**config.mk**
```make
export PLATFORM = sky130hd
export DESIGN_NAME = fir_pipe_top
export DESIGN_NICKNAME = d
export VERILOG_FILES = /design/src/rtl/fir_pkg.sv /design/src/rtl/fir_mul.sv /design/src/rtl/fir_direct.sv /design/src/rtl/fir_transposed.sv /design/src/rtl/fir_pipe_top.sv
export SDC_FILE = /design/constraint.sdc
export NUM_CORES = 1
export LEC_CHECK = 0
export BUFFER_PORTS_ARGS = -buffer_cell sky130_fd_sc_hd__buf_2
export CORE_ASPECT_RATIO = 1.4
export CORE_MARGIN = 1.5
export CORE_UTILIZATION = 65
export DETAILED_ROUTE_END_ITERATION = 8
export GPL_TIMING_DRIVEN = 0
export PLACE_DENSITY = 0.82
export REMOVE_ABC_BUFFERS = 1
export SETUP_SLACK_MARGIN = 0.2
export SLEW_MARGIN = 5
export SYNTH_ARGS = -nofsm -noshare
export SYNTH_HDL_FRONTEND = slang
export SYNTH_SLANG_ARGS = --single-unit
```
**constraint.sdc**
```tcl
create_clock -name clk -period 7.25 [get_ports clk]
set_input_delay 1.45 -clock clk [delete_from_list [all_inputs] [get_ports clk]]
set_output_delay 1.45 -clock clk [all_outputs]
set_load 0.02 [all_outputs]
```
**src/rtl/fir_pkg.sv**
```systemverilog
package fir_pkg;

    typedef enum logic {
        FORM_DIRECT     = 1'b0,
        FORM_TRANSPOSED = 1'b1
    } fir_form_e;

    function automatic int mul_stages(bit fine);
        return fine ? 2 : 1;
    endfunction

    function automatic int fir_latency(fir_form_e form, int ntaps, bit fine);
        if (form == FORM_DIRECT)
            return 1 + mul_stages(fine) + $clog2(ntaps);
        return 2 + mul_stages(fine);
    endfunction

endpackage

```
**src/rtl/fir_mul.sv**
```systemverilog
module fir_mul #(
    parameter int                     DW   = 16,
    parameter int                     CW   = 16,
    parameter logic signed [CW-1:0]   COEF = '0,
    parameter bit                     FINE = 1'b1
) (
    input  logic                      clk,
    input  logic                      rst,
    input  logic                      in_v,
    input  logic signed [DW-1:0]      x,
    output logic                      out_v,
    output logic signed [DW+CW-1:0]   p
);
    localparam int PW = DW + CW;
    localparam int LW = CW / 2;
    localparam logic signed [PW-1:0] C_FULL = PW'(COEF);
    localparam logic signed [PW-1:0] C_LO   = PW'({1'b0, COEF[LW-1:0]});
    localparam logic signed [PW-1:0] C_HI   = PW'($signed(COEF[CW-1:LW]));

    typedef struct packed {
        logic          v1;
        logic [PW-1:0] lo;
        logic [PW-1:0] hi;
        logic          v2;
        logic [PW-1:0] p;
    } split_t;

    typedef struct packed {
        logic          v;
        logic [PW-1:0] p;
    } whole_t;

    logic signed [PW-1:0] x_ext;
    assign x_ext = PW'(x);

    generate
        if (FINE) begin : g_split
            split_t st_d, st_q;

            always_comb begin
                st_d    = st_q;
                st_d.v1 = in_v;
                st_d.lo = x_ext * C_LO;
                st_d.hi = x_ext * C_HI;
                st_d.v2 = st_q.v1;
                st_d.p  = ($signed(st_q.hi) <<< LW) + $signed(st_q.lo);
            end

            always_ff @(posedge clk) begin
                if (rst) st_q <= '0;
                else     st_q <= st_d;
            end

            assign out_v = st_q.v2;
            assign p     = $signed(st_q.p);

            AST_SPLIT_EXACT: assert property (@(posedge clk) disable iff (rst)
                (!$past(rst) && !$past(rst, 2) && $past(in_v, 2))
                    |-> (p == $past(x_ext, 2) * C_FULL));
        end else begin : g_whole
            whole_t st_d, st_q;

            always_comb begin
                st_d.v = in_v;
                st_d.p = x_ext * C_FULL;
            end

            always_ff @(posedge clk) begin
                if (rst) st_q <= '0;
                else     st_q <= st_d;
            end

            assign out_v = st_q.v;
            assign p     = $signed(st_q.p);
        end
    endgenerate

endmodule

```
**src/rtl/fir_direct.sv**
```systemverilog
module fir_direct #(
    parameter int                 NTAPS = 3,
    parameter int                 DW    = 16,
    parameter int                 CW    = 16,
    parameter logic [NTAPS*CW-1:0] COEFS = '0,
    parameter bit                 FINE  = 1'b1
) (
    input  logic                                  clk,
    input  logic                                  rst,
    input  logic                                  in_v,
    input  logic signed [DW-1:0]                  x,
    output logic                                  out_v,
    output logic [DW+CW+$clog2(NTAPS)-1:0]        y
);
    localparam int PW = DW + CW;
    localparam int LV = $clog2(NTAPS);
    localparam int NP = 1 << LV;
    localparam int OW = PW + LV;

    typedef struct packed {
        logic                     v;
        logic [NTAPS-1:0][DW-1:0] h;
    } hist_t;

    typedef struct packed {
        logic [LV-1:0]                 v;
        logic [LV-1:0][NP-1:0][OW-1:0] s;
    } tree_t;

    hist_t hist_d, hist_q;
    tree_t tree_d, tree_q;

    // sample delay line, moves only on accepted samples
    always_comb begin
        hist_d   = hist_q;
        hist_d.v = in_v;
        if (in_v) begin
            hist_d.h[0] = x;
            for (int k = 1; k < NTAPS; k++)
                hist_d.h[k] = hist_q.h[k-1];
        end
    end

    logic signed [PW-1:0] prod [NTAPS];
    logic [NTAPS-1:0]     pv;

    generate
        for (genvar k = 0; k < NTAPS; k++) begin : g_tap
            fir_mul #(
                .DW   (DW),
                .CW   (CW),
                .COEF (COEFS[k*CW +: CW]),
                .FINE (FINE)
            ) u_mul (
                .clk   (clk),
                .rst   (rst),
                .in_v  (hist_q.v),
                .x     ($signed(hist_q.h[k])),
                .out_v (pv[k]),
                .p     (prod[k])
            );
        end
    endgenerate

    logic [NP-1:0][OW-1:0] leaf;

    always_comb begin
        leaf = '0;
        for (int k = 0; k < NTAPS; k++)
            leaf[k] = OW'(prod[k]);
    end

    // balanced adder tree, one register rank per level
    always_comb begin
        tree_d      = '0;
        tree_d.v[0] = &pv;
        for (int l = 1; l < LV; l++)
            tree_d.v[l] = tree_q.v[l-1];
        for (int l = 0; l < LV; l++) begin
            for (int i = 0; i < NP / 2; i++) begin
                if (i < (NP >> (l + 1))) begin
                    if (l == 0)
                        tree_d.s[l][i] = leaf[2*i] + leaf[2*i+1];
                    else
                        tree_d.s[l][i] = tree_q.s[l-1][2*i] + tree_q.s[l-1][2*i+1];
                end
            end
        end
    end

    always_ff @(posedge clk) begin
        if (rst) begin
            hist_q <= '0;
            tree_q <= '0;
        end else begin
            hist_q <= hist_d;
            tree_q <= tree_d;
        end
    end

    assign out_v = tree_q.v[LV-1];
    assign y     = tree_q.s[LV-1][0];

    AST_HIST_HOLD: assert property (@(posedge clk) disable iff (rst)
        !in_v |=> $stable(hist_q.h));

endmodule

```
**src/rtl/fir_transposed.sv**
```systemverilog
module fir_transposed #(
    parameter int                 NTAPS = 3,
    parameter int                 DW    = 16,
    parameter int                 CW    = 16,
    parameter logic [NTAPS*CW-1:0] COEFS = '0,
    parameter bit                 FINE  = 1'b1
) (
    input  logic                                  clk,
    input  logic                                  rst,
    input  logic                                  in_v,
    input  logic signed [DW-1:0]                  x,
    output logic                                  out_v,
    output logic [DW+CW+$clog2(NTAPS)-1:0]        y
);
    localparam int PW = DW + CW;
    localparam int OW = PW + $clog2(NTAPS);

    typedef struct packed {
        logic          v;
        logic [DW-1:0] x;
    } inreg_t;

    typedef struct packed {
        logic                     v;
        logic [OW-1:0]            y;
        logic [NTAPS-1:1][OW-1:0] s;
    } chain_t;

    inreg_t in_d, in_q;
    chain_t ch_d, ch_q;

    always_comb begin
        in_d.v = in_v;
        in_d.x = x;
    end

    logic signed [PW-1:0] prod [NTAPS];
    logic [NTAPS-1:0]     pv;
    logic                 pv_all;

    generate
        for (genvar k = 0; k < NTAPS; k++) begin : g_tap
            fir_mul #(
                .DW   (DW),
                .CW   (CW),
                .COEF (COEFS[k*CW +: CW]),
                .FINE (FINE)
            ) u_mul (
                .clk   (clk),
                .rst   (rst),
                .in_v  (in_q.v),
                .x     ($signed(in_q.x)),
                .out_v (pv[k]),
                .p     (prod[k])
            );
        end
    endgenerate

    assign pv_all = &pv;

    // partial-sum chain, moves only when a valid product set arrives
    always_comb begin
        ch_d   = ch_q;
        ch_d.v = pv_all;
        if (pv_all) begin
            ch_d.s[NTAPS-1] = OW'(prod[NTAPS-1]);
            for (int k = 1; k < NTAPS - 1; k++)
                ch_d.s[k] = OW'(prod[k]) + ch_q.s[k+1];
            ch_d.y = OW'(prod[0]) + ch_q.s[1];
        end
    end

    always_ff @(posedge clk) begin
        if (rst) begin
            in_q <= '0;
            ch_q <= '0;
        end else begin
            in_q <= in_d;
            ch_q <= ch_d;
        end
    end

    assign out_v = ch_q.v;
    assign y     = ch_q.y;

    AST_CHAIN_HOLD: assert property (@(posedge clk) disable iff (rst)
        !pv_all |=> $stable(ch_q.s));

endmodule

```
**src/rtl/fir_pipe_top.sv**
```systemverilog
module fir_pipe_top #(
    parameter int                  NTAPS = 3,
    parameter int                  DW    = 16,
    parameter int                  CW    = 16,
    parameter logic [NTAPS*CW-1:0] COEFS = {16'h7FFF, 16'hB1E0, 16'h3039},
    parameter fir_pkg::fir_form_e  FORM  = fir_pkg::FORM_TRANSPOSED,
    parameter bit                  FINE  = 1'b1
) (
    input  logic                                   clk,
    input  logic                                   rst,
    input  logic                                   in_valid,
    input  logic signed [DW-1:0]                   in_data,
    output logic                                   out_valid,
    output logic signed [DW+CW+$clog2(NTAPS)-1:0]  out_data
);
    localparam int OW  = DW + CW + $clog2(NTAPS);
    localparam int LAT = fir_pkg::fir_latency(FORM, NTAPS, FINE);

    logic [OW-1:0] y_raw;

    generate
        if (FORM == fir_pkg::FORM_DIRECT) begin : g_direct
            fir_direct #(
                .NTAPS (NTAPS), .DW (DW), .CW (CW), .COEFS (COEFS), .FINE (FINE)
            ) u_core (
                .clk   (clk),
                .rst   (rst),
                .in_v  (in_valid),
                .x     (in_data),
                .out_v (out_valid),
                .y     (y_raw)
            );
        end else begin : g_transposed
            fir_transposed #(
                .NTAPS (NTAPS), .DW (DW), .CW (CW), .COEFS (COEFS), .FINE (FINE)
            ) u_core (
                .clk   (clk),
                .rst   (rst),
                .in_v  (in_valid),
                .x     (in_data),
                .out_v (out_valid),
                .y     (y_raw)
            );
        end
    endgenerate

    assign out_data = $signed(y_raw);

    // cycles since reset, used only to bound the latency check window
    logic [7:0] age_d, age_q;

    always_comb begin
        age_d = age_q;
        if (age_q < 8'(LAT))
            age_d = age_q + 8'd1;
    end

    always_ff @(posedge clk) begin
        if (rst) age_q <= '0;
        else     age_q <= age_d;
    end

    AST_RESET_CLEARS: assert property (@(posedge clk)
        $past(rst) |-> (!out_valid && out_data == '0));

    AST_VALID_LATENCY: assert property (@(posedge clk) disable iff (rst)
        (age_q == 8'(LAT)) |-> (out_valid == $past(in_valid, LAT)));

endmodule

```
==> results.sh, run 1 <==
export IMPL_die_w_um=171.8
export IMPL_r2r_start="g_transposed.u_core.in_q[8]"
export IMPL_path_cells="inv_1, fa_1, inv_1, fa_1, fa_1, inv_1, fa_1, inv_1, ha_1, a21oi_1, o21ai_0, a2111oi_0, o31ai_1, a211oi_1, o31ai_1, xnor2_1, nor2_1"
export IMPL_nNetsFinal=3393
export IMPL_finalCritPeriodShare=0.9358
export IMPL_synth_distinct_cells=78
export IMPL_first_global_vias=20530
export IMPL_vias=20050
export IMPL_place_congestion=0.9397
export IMPL_final_cells=3437
export IMPL_grt_max_degree=166
export IMPL_ctsHoldBuffers=0
export IMPL_timing_fmax_mhz=147.4
export IMPL_clock_path_buffers=3
export IMPL_finClkSkew_ps=28.86
export IMPL_dpl_hpwl_um=48470
export IMPL_grt_pass1_wl_um=99990
export IMPL_relSlewSlack=0.1021
export IMPL_dr_pass1_iters=8
export IMPL_r2r_cells=17
export IMPL_htreeDepth=2
export IMPL_wl_um=61890
export IMPL_synth_ff_type="dfxtp_1"
export IMPL_synth_async_reset_ratio=0
export IMPL_cts_resized_gates=0
export IMPL_initial_core_util=0.6580
export IMPL_whs_path_depth=1
export IMPL_drt_first_iter_violations=1166
export IMPL_syn_area_mm2=0.02591
export IMPL_ant_nets=0
export IMPL_synthCells=2899
export IMPL_whs_endpoint="g_transposed.u_core.g_tap[0].u_mul.p[3]"
export IMPL_grt_total_usage=0.3090
export IMPL_ys_seq_elements=330
export IMPL_clk_pin_slew_ps=60
export IMPL_max_stage_delay_ps=870
export IMPL_worstPathArrival_ps=7170
export IMPL_dieArea_mm2=0.04109
export IMPL_hold_viol=0
export IMPL_end_kind="register"
export IMPL_tightest_slew_ps=1345
export IMPL_cts_tree="built"
export IMPL_final_layout_size_suffix_gt1_frac=0.05431
export IMPL_worstSetupPathType="reg2reg"
export IMPL_cts_buffers=35
export IMPL_rsz0062_at_grt="false"
export IMPL_fillerInstances=2999
export IMPL_mostFrequentLayoutCells="372 x inv_1, 328 x dfxtp_1, 309 x ha_1"
export IMPL_row_count=86
export IMPL_io_pin_count=54
export IMPL_area_growth_pct=6.547
export IMPL_synth_area_per_cell_um2=8.939
export IMPL_irDropWorstVdd_uv=226.0
export IMPL_port_buffers=53
export IMPL_cp_max_fo=8
export IMPL_cts_root_buffer="clkbuf_16"
export IMPL_die_h_um=239.3
export IMPL_core_area_mm2=0.03938
export IMPL_pwr_density_cell_mw_per_mm2=314.1
export IMPL_final_util=0.7011
export IMPL_routed_via_density=5.832
export IMPL_status="finished, final reports clean"
export IMPL_grt_ovfl_total=0
export IMPL_p_leak_nw=13.29
export IMPL_hold_path_class="reg2reg"
export IMPL_ys_seq_area_frac=0.2549
export IMPL_finalSetupViolCount=0
export IMPL_required_ps=7630
export IMPL_synth_warnings=0
export IMPL_worst_path_max_delay_cell="a2111oi_0"
export IMPL_ff2ff_setup_slack_ps=470
export IMPL_min_period_ps=6784
export IMPL_postCtsSetupBuffers=0
export IMPL_post_place_cells=3374
export IMPL_layout_commonest_cell="inv_1"
export IMPL_clock_sinks=330
export IMPL_maxSlewViolCount=0
export IMPL_antenna_cells=0
export IMPL_drv_cap=0
export IMPL_cp_start_kind="register"
export IMPL_antenna_found_initial=1
export IMPL_synth_edf_count=0
export IMPL_insertion_delay_ps=550
export IMPL_wl_per_cell_um=18.01
export IMPL_drc=0
==> per-layer routing <==
| metal | track usage | vias up | wire (µm) |
|---|---|---|---|
| met5 | 0 | - | 13 |
| met4 | 0.1876 | 2 | 3935 |
| met3 | 0.03371 | 215 | 2481 |
| met2 | 0.5609 | 572 | 31320 |
| met1 | 0.3434 | 9530 | 24150 |
| li1 | - | 9727 | - |
==> state kept, by name, indices dropped and copies added (netlist names) <==
name,count
g_transposed.u_core.y,34
g_transposed.u_core.ch_q,65
g_transposed.u_core.g_tap.u_mul.out_v,1
g_transposed.u_core.out_v,1
g_transposed.u_core.in_q,17
g_transposed.u_core.g_tap.u_mul.g_split.st_q,124
g_transposed.u_core.g_tap.u_mul.g_split.st_d,1
g_transposed.u_core.g_tap.u_mul.p,87
==> area by class of cell <==
type	count	area (µm²)	share of cell area
timing repair buffer	57	365.4	0.01323
tap	528	660.6	0.02393
inverter	373	1400	0.05071
multi-input combinational	2086	17370	0.6290
clock inverter	18	251.5	0.009109
sequential	330	6611	0.2395
clock buffer	45	953.4	0.03453
==> metrics by stage <==
step / worst slack (ps) / setup TNS (ps) / hold slack (ps) / instance area (µm²) / power, mW
after floorplan: 1889 / 0 / 413.8 / 25370 / 5.619
after global placement: -3004 / -98450 / 419.1 / 26300 / 6.608
after detailed placement: 621.9 / 0 / 424.9 / 26410 / 6.746
after CTS: 590.7 / 0 / 420.2 / 27610 / 8.644
after global routing: 432.6 / 0 / 435.5 / 27610 / 9.294
final: 465.7 / 0 / 420.8 / 27610 / 8.673
==> where the power goes <==
part	switching (mW)	internal [mW]	total [mW]
clock network	0.765	1.09	1.86
registers	0.167	2.17	2.33
logic	2.69	1.80	4.48
==> Yosys cell counts (11+ instances only) <==
cell type	number	share of area
mux2i_1	69	0.027
xor2_1	85	0.029
a31oi_1	29	0.0070
or3_1	17	0.0041
o21ai_0	140	0.027
o21bai_1	24	0.0070
and2_1	11	0.0027
nand2b_1	30	0.0072
nand2_1	120	0.017
o21a_1	28	0.0081
a21oi_1	142	0.027
and3_1	23	0.0056
buf_1	12	0.0017
dfxtp_1	330	0.25
a21o_1	83	0.024
a211oi_1	27	0.0078
fa_1	182	0.14
or2_2	12	0.0029
inv_1	372	0.054
ha_1	309	0.15
xnor2_1	99	0.033
o31ai_1	20	0.0058
buf_4	34	0.0098
nand4_1	22	0.0053
clkbuf_1	63	0.0091
nor3_1	47	0.0091
nand3_1	34	0.0066
nor2_1	301	0.044
nor2b_1	77	0.019
o211ai_1	13	0.0038
==> worst max-delay path: cells and delay by family (launching register included) <==
| family | cells | cell delay, ps |
|---|---|---|
| AO/OA/AOI/OAI | 6 | 2380 |
| buffers and inverters | 4 | 700 |
| flip-flops | 1 | 770 |
| XOR/XNOR | 1 | 170 |
| AND/OR/NAND/NOR | 1 | 50 |
| adder cells (fa/ha/maj) | 5 | 2550 |
==> how the worst max path moves through the flow <==
| stage | cells past startpoint | startpoint | slack, ps | endpoint |
|---|---|---|---|---|
| finish | 17 | g_transposed.u_core.in_q[8] | 470 | register |
| global route | 17 | g_transposed.u_core.in_q[8] | 430 | register |
| CTS | 17 | g_transposed.u_core.in_q[8] | 590 | register |
| detailed placement | 17 | g_transposed.u_core.in_q[8] | 620 | register |
| global placement | 6 | rst | -3000 | g_transposed.u_core.ch_q[18] |
| floorplan | 15 | g_transposed.u_core.in_q[15] | 1890 | register |
==> cells by family after synthesis <==
| family | Yosys count | synth area share |
|---|---|---|
| flip-flops | 330 | 0.2549 |
| multiplexers | 78 | 0.03056 |
| buffers and inverters | 483 | 0.07494 |
| AND/OR/NAND/NOR | 727 | 0.1329 |
| AO/OA/AOI/OAI | 606 | 0.1547 |
| XOR/XNOR | 184 | 0.06219 |
| adder cells (fa/ha/maj) | 491 | 0.2898 |
Note: power is estimated with default switching activity, not from simulation.
==> inputs of run 2 (changes only) <==
--- a/config.mk
+++ b/config.mk
@@ -5,13 +5,14 @@
 export SDC_FILE = /design/constraint.sdc
 export NUM_CORES = 1
 export LEC_CHECK = 0
-export BUFFER_PORTS_ARGS = -buffer_cell sky130_fd_sc_hd__buf_2
 export CORE_ASPECT_RATIO = 1.4
 export CORE_MARGIN = 1.5
-export CORE_UTILIZATION = 65
+export CORE_UTILIZATION = 67
+export CTS_BUF_LIST = sky130_fd_sc_hd__clkbuf_8
 export DETAILED_ROUTE_END_ITERATION = 8
+export DONT_BUFFER_PORTS = 1
 export GPL_TIMING_DRIVEN = 0
-export PLACE_DENSITY = 0.82
+export PLACE_DENSITY = 0.83
 export REMOVE_ABC_BUFFERS = 1
 export SETUP_SLACK_MARGIN = 0.2
 export SLEW_MARGIN = 5
==> results.sh, run 2 (synthesis gave the netlist of run 1 again) <==
export IMPL_status="finished, final reports clean"
export IMPL_wl_um=62450
export IMPL_clk_pin_slew_ps=70
export IMPL_place_congestion=0.8963
export IMPL_worstSetupPathType="reg2reg"
export IMPL_layout_commonest_cell="inv_1"
export IMPL_rsz0062_at_grt="false"
export IMPL_port_buffers=0
export IMPL_mostFrequentLayoutCells="380 x inv_1, 328 x dfxtp_1, 309 x ha_1"
export IMPL_post_place_cells=3270
export IMPL_grt_ovfl_total=0
export IMPL_maxSlewViolCount=0
export IMPL_max_stage_delay_ps=960
export IMPL_fillerInstances=2927
export IMPL_final_area_mm2=0.02720
export IMPL_ff2ff_setup_slack_ps=360
export IMPL_wl_per_cell_um=18.59
export IMPL_core_area_mm2=0.03829
export IMPL_cts_root_buffer="clkbuf_8"
export IMPL_largest_reg_flops=124
export IMPL_cts_tree="built"
export IMPL_required_ps=7710
export IMPL_whs_path_depth=1
export IMPL_row_count=85
export IMPL_dpl_instance_area_mm2=0.02604
export IMPL_worstPathArrival_ps=7360
export IMPL_grt_total_usage=0.3165
export IMPL_first_global_vias=20370
export IMPL_dpl_hpwl_um=48670
export IMPL_end_kind="register"
export IMPL_clock_sinks=330
export IMPL_dp_slack_ps=575.2
export IMPL_grt_max_degree=301
export IMPL_r2r_start="g_transposed.u_core.in_q[8]"
export IMPL_holdWs_ps=434.8
export IMPL_min_period_ps=6892
export IMPL_relSlewSlack=0.1168
export IMPL_tightest_slew_ps=1304
export IMPL_finalSetupViolCount=0
export IMPL_dieArea_mm2=0.03988
export IMPL_p_leak_nw=13.05
export IMPL_hold_path_class="reg2reg"
export IMPL_path_cells="inv_1, fa_1, inv_1, fa_1, fa_1, inv_1, fa_1, inv_1, ha_1, a21oi_1, o21ai_0, a2111oi_0, o31ai_1, a211oi_1, o31ai_1, xnor2_1, nor2_1"
export IMPL_dr_pass1_iters=5
export IMPL_timing_fmax_mhz=145.1
export IMPL_ctsHoldBuffers=0
export IMPL_tns_ps=0
export IMPL_clock_path_buffers=3
export IMPL_die_h_um=235.7
export IMPL_final_cells=3359
export IMPL_cp_max_fo=8
export IMPL_pwr_density_cell_mw_per_mm2=314.8
export IMPL_area_growth_pct=4.978
export IMPL_vias=19960
export IMPL_routed_via_density=5.942
export IMPL_postLayoutSetupSlackWorst_ps=358.1
export IMPL_finClkSkew_ps=60.29
export IMPL_ant_nets=0
export IMPL_irDropWorstVdd_uv=295.5
export IMPL_grt_pass1_wl_um=100300
export IMPL_htreeDepth=2
export IMPL_cp_start_kind="register"
export IMPL_antenna_found_initial=1
export IMPL_drc=0
export IMPL_final_util=0.7105
export IMPL_drv_cap=0
export IMPL_cts_buffers=49
export IMPL_nNetsFinal=3353
export IMPL_postCtsSetupBuffers=0
export IMPL_top_register="g_transposed.u_core.g_tap.u_mul.g_split.st_q"
export IMPL_whs_endpoint="g_transposed.u_core.g_tap[0].u_mul.p[11]"
export IMPL_power_mw=8.564
export IMPL_hold_viol=0
export IMPL_io_pin_count=54
export IMPL_insertion_delay_ps=630
export IMPL_final_layout_size_suffix_gt1_frac=0.04410
export IMPL_r2r_cells=17
export IMPL_finalCritPeriodShare=0.9506
export IMPL_die_w_um=169.2
export IMPL_worst_path_max_delay_cell="a2111oi_0"
export IMPL_initial_core_util=0.6768
export IMPL_cts_resized_gates=0
export IMPL_drt_first_iter_violations=1084
run 2: cell types whose count changed in the layout (fill, tap and decap cells not counted), moves of 2 or more:
| cell | previous run | this run |
|---|---|---|
| clkbuf_16 | 35 | 0 |
| buf_2 | 52 | 0 |
| inv_1 | 372 | 380 |
| bufinv_16 | 4 | 7 |
| clkbuf_1 | 6 | 0 |
| clkbuf_8 | 4 | 60 |
| clkinv_2 | 3 | 6 |
| clkinv_4 | 2 | 0 |
run 2: worst max path at each step:
stage | startpoint | endpoint | slack [ps]
6_report | g_transposed.u_core.in_q[8] | register | 360
5_1_grt | g_transposed.u_core.in_q[8] | register | 280
4_1_cts | g_transposed.u_core.in_q[8] | register | 510
3_5_place_dp | g_transposed.u_core.in_q[8] | register | 580
3_3_place_gp | g_transposed.u_core.in_q[8] | register | 610
2_1_floorplan | g_transposed.u_core.in_q[15] | register | 1890
run 2: critical path, delay by kind of cell (launching register included):
family | cells | cell delay, ps
fa+ha+maj | 5 | 2570
flops | 1 | 760
simple gates | 1 | 50
xor+xnor | 1 | 200
compound gates | 6 | 2460
buf+inv | 4 | 670
run 2: area by class of cell:
class	count	area, µm²	share of cell area
antenna	1	2.502	0.00009199
clock buffer	60	825.8	0.03036
clock inverter	28	335.3	0.01233
inverter	373	1400	0.05147
multi-input combinational	2086	17370	0.6384
sequential	330	6611	0.2430
tap	478	598.1	0.02199
timing repair buffer	3	62.56	0.002300
run 2: per-layer routing:
metal	wire length (µm)	global-route usage	up-vias
met5	0	0	-
met4	3436	0.1649	0
met1	24940	0.3612	9619
li1	-	-	9638
met2	31870	0.5799	527
met3	2198	0.03077	175
run 2: power by group:
| group | leakage (nW) | internal (mW) | switching [mW] | total [mW] |
|---|---|---|---|---|
| Sequential | 2.71 | 2.16 | 0.170 | 2.33 |
| Combinational | 9.72 | 1.79 | 2.67 | 4.47 |
| Clock | 0.619 | 1.01 | 0.753 | 1.76 |
| Total | 13.0 | 4.97 | 3.60 | 8.56 |
==> inputs of run 3 (changes only) <==
--- a/config.mk
+++ b/config.mk
@@ -7,12 +7,12 @@
 export LEC_CHECK = 0
 export CORE_ASPECT_RATIO = 1.4
 export CORE_MARGIN = 1.5
-export CORE_UTILIZATION = 67
+export CORE_UTILIZATION = 70
 export CTS_BUF_LIST = sky130_fd_sc_hd__clkbuf_8
 export DETAILED_ROUTE_END_ITERATION = 8
 export DONT_BUFFER_PORTS = 1
 export GPL_TIMING_DRIVEN = 0
-export PLACE_DENSITY = 0.83
+export PLACE_DENSITY = 0.86
 export REMOVE_ABC_BUFFERS = 1
 export SETUP_SLACK_MARGIN = 0.2
 export SLEW_MARGIN = 5
==> constraint.sdc (replaced) <==
create_clock -name clk -period 8.2 [get_ports clk]
set_input_delay 1.64 -clock clk [delete_from_list [all_inputs] [get_ports clk]]
set_output_delay 1.64 -clock clk [all_outputs]
set_load 0.02 [all_outputs]
==> results.sh, run 3 (synthesis gave the netlist of run 1 again) <==
export IMPL_p_leak_nw=13.06
export IMPL_timing_fmax_mhz=156.2
export IMPL_switchingPower_mw=3.209
export IMPL_antenna_found_initial=1
export IMPL_clock_path_buffers=3
export IMPL_finalCritPeriodShare=0.7808
export IMPL_end_kind="register"
export IMPL_clkPwrFrac=0.209
export IMPL_grt_total_usage=0.3302
export IMPL_mostFrequentLayoutCells="377 x inv_1, 328 x dfxtp_1, 309 x ha_1"
export IMPL_dpl_hpwl_um=49170
export IMPL_dpl_instance_area_mm2=0.02603
export IMPL_relSlewSlack=0.1322
export IMPL_holdWs_ps=439.5
export IMPL_row_count=83
export IMPL_hold_viol=0
export IMPL_cts_buffers=48
export IMPL_swShare=0.4207
export IMPL_finalSetupViolCount=0
export IMPL_ctsHoldBuffers=0
export IMPL_sequentialPowerShare=0.271
export IMPL_die_w_um=165.6
export IMPL_htreeDepth=2
export IMPL_dr_pass1_iters=8
export IMPL_clock_sinks=330
export IMPL_cts_resized_gates=0
export IMPL_area_growth_pct=5.065
export IMPL_drv_cap=0
export IMPL_worstPathArrival_ps=6890
export IMPL_fillerInstances=2706
export IMPL_insertion_delay_ps=640
export IMPL_grt_ovfl_total=0
export IMPL_irDropWorstVdd_uv=283.8
export IMPL_cts_tree="built"
export IMPL_vias=20020
export IMPL_grt_pass1_wl_um=101800
export IMPL_final_layout_size_suffix_gt1_frac=0.04580
export IMPL_drc=0
export IMPL_finClkSkew_ps=43.21
export IMPL_first_global_vias=20710
export IMPL_critPathBufInv=4
export IMPL_status="finished, final reports clean"
export IMPL_largest_reg_flops=124
export IMPL_cp_start_kind="register"
export IMPL_rsz0062_at_grt="false"
export IMPL_wl_um=62770
export IMPL_postCtsSetupBuffers=0
export IMPL_tns_ps=0
export IMPL_ant_nets=0
export IMPL_combinationalPowerShare=0.520
export IMPL_final_area_mm2=0.02723
export IMPL_layout_commonest_cell="inv_1"
export IMPL_top_register="g_transposed.u_core.g_tap.u_mul.g_split.st_q"
export IMPL_grt_max_degree=301
export IMPL_wl_per_cell_um=18.74
export IMPL_initial_core_util=0.7089
export IMPL_die_h_um=230.7
export IMPL_dieArea_mm2=0.03820
export IMPL_io_pin_count=54
export IMPL_hold_path_class="reg2reg"
export IMPL_worstSetupPathType="reg2reg"
export IMPL_drt_first_iter_violations=1317
export IMPL_worst_path_max_delay_cell="dfxtp_1"
export IMPL_place_congestion=0.9595
export IMPL_min_period_ps=6403
export IMPL_max_stage_delay_ps=740
export IMPL_routed_via_density=5.977
export IMPL_path_cells="inv_1, fa_1, inv_1, fa_1, fa_1, inv_1, fa_1, inv_1, ha_1, a21oi_1, o21ai_0, a2111oi_0, o31ai_1, a211oi_1, o31ai_1, xnor2_1, nor2_1"
export IMPL_pwr_density_cell_mw_per_mm2=280.2
export IMPL_clk_pin_slew_ps=70
export IMPL_nNetsFinal=3352
export IMPL_power_mw=7.628
export IMPL_cp_max_fo=8
export IMPL_core_area_mm2=0.03656
export IMPL_cts_root_buffer="clkbuf_8"
export IMPL_tightest_slew_ps=1300
export IMPL_maxSlewViolCount=0
export IMPL_internal_power_mw=4.419
export IMPL_required_ps=8690
export IMPL_port_buffers=0
export IMPL_critical_path_top_delay_family="adder cells"
run 3: cell types whose count changed in the layout (fill, tap and decap cells not counted):
cell and delta:
clkinv_4 +1, clkbuf_8 +2, clkinvlp_4 +1, clkinv_2 +2, clkinv_8 -1, inv_12 +1
inv_1 -3, inv_4 -1
run 3: power by group through the flow:
stage                     Clock (mW)  Sequential, mW  Combinational, mW
after CTS                       1.61            2.06               3.93
after global routing            1.68            2.09               4.42
final                           1.59            2.07               3.97
after floorplan                    0            2.04               2.93
after detailed placement           0            2.10               3.88
after global placement             0            2.10               3.74
run 3: path summary, 6_finish.rpt:
| kind | startpoint | depth (start not counted) | end | slack, ps |
|---|---|---|---|---|
| worst max register to register | g_transposed.u_core.in_q[8] | 17 | register | 1800 |
| worst min register to register | register | 1 | g_transposed.u_core.g_tap[0].u_mul.p[4] | 440 |
| worst max-delay path | g_transposed.u_core.in_q[8] | 17 | register | 1800 |
| worst min-delay path | register | 1 | g_transposed.u_core.g_tap[0].u_mul.p[4] | 440 |
run 3: area by class of cell:
type / count / area [µm²] / area share
Multi-Input combinational cell: 2086 / 17370 / 0.6379
Clock buffer: 62 / 853.3 / 0.03134
Antenna cell: 1 / 2.502 / 0.00009191
Timing Repair Buffer: 3 / 62.56 / 0.002298
Sequential cell: 330 / 6611 / 0.2428
Inverter: 373 / 1400 / 0.05142
Tap cell: 467 / 584.3 / 0.02146
Clock inverter: 28 / 344.1 / 0.01264
run 3: worst register-to-register path, delay by kind of cell, from the launching register on:
| kind | cells | cell delay, ps |
|---|---|---|
| buf+inv | 4 | 670 |
| compound gates | 6 | 2080 |
| flops | 1 | 740 |
| simple gates | 1 | 50 |
| fa+ha+maj | 5 | 2540 |
| xor+xnor | 1 | 190 |
run 3: per-layer routing:
layer  part of all wire  up-vias  global-route usage  routed length, µm
met1               0.39     9552              0.3652              24360
met2               0.51      608              0.6111              32180
met3              0.040      212             0.03703               2520
li1                   -     9652                   -                  -
met4              0.059        0              0.1889               3721
met5                  0        -                   0                  0
run 3: through the flow:
| step | worst slack (ps) | cells | util |
|---|---|---|---|
| floorplan | 2839 | 2789 | - |
| global placement | 1759 | 3256 | 0.7101 |
| detailed placement | 1830 | 3259 | 0.7120 |
| CTS | 1780 | 3349 | 0.7447 |
| global route | 1506 | 3350 | 0.7448 |
| finish | 1797 | 3350 | 0.7448 |
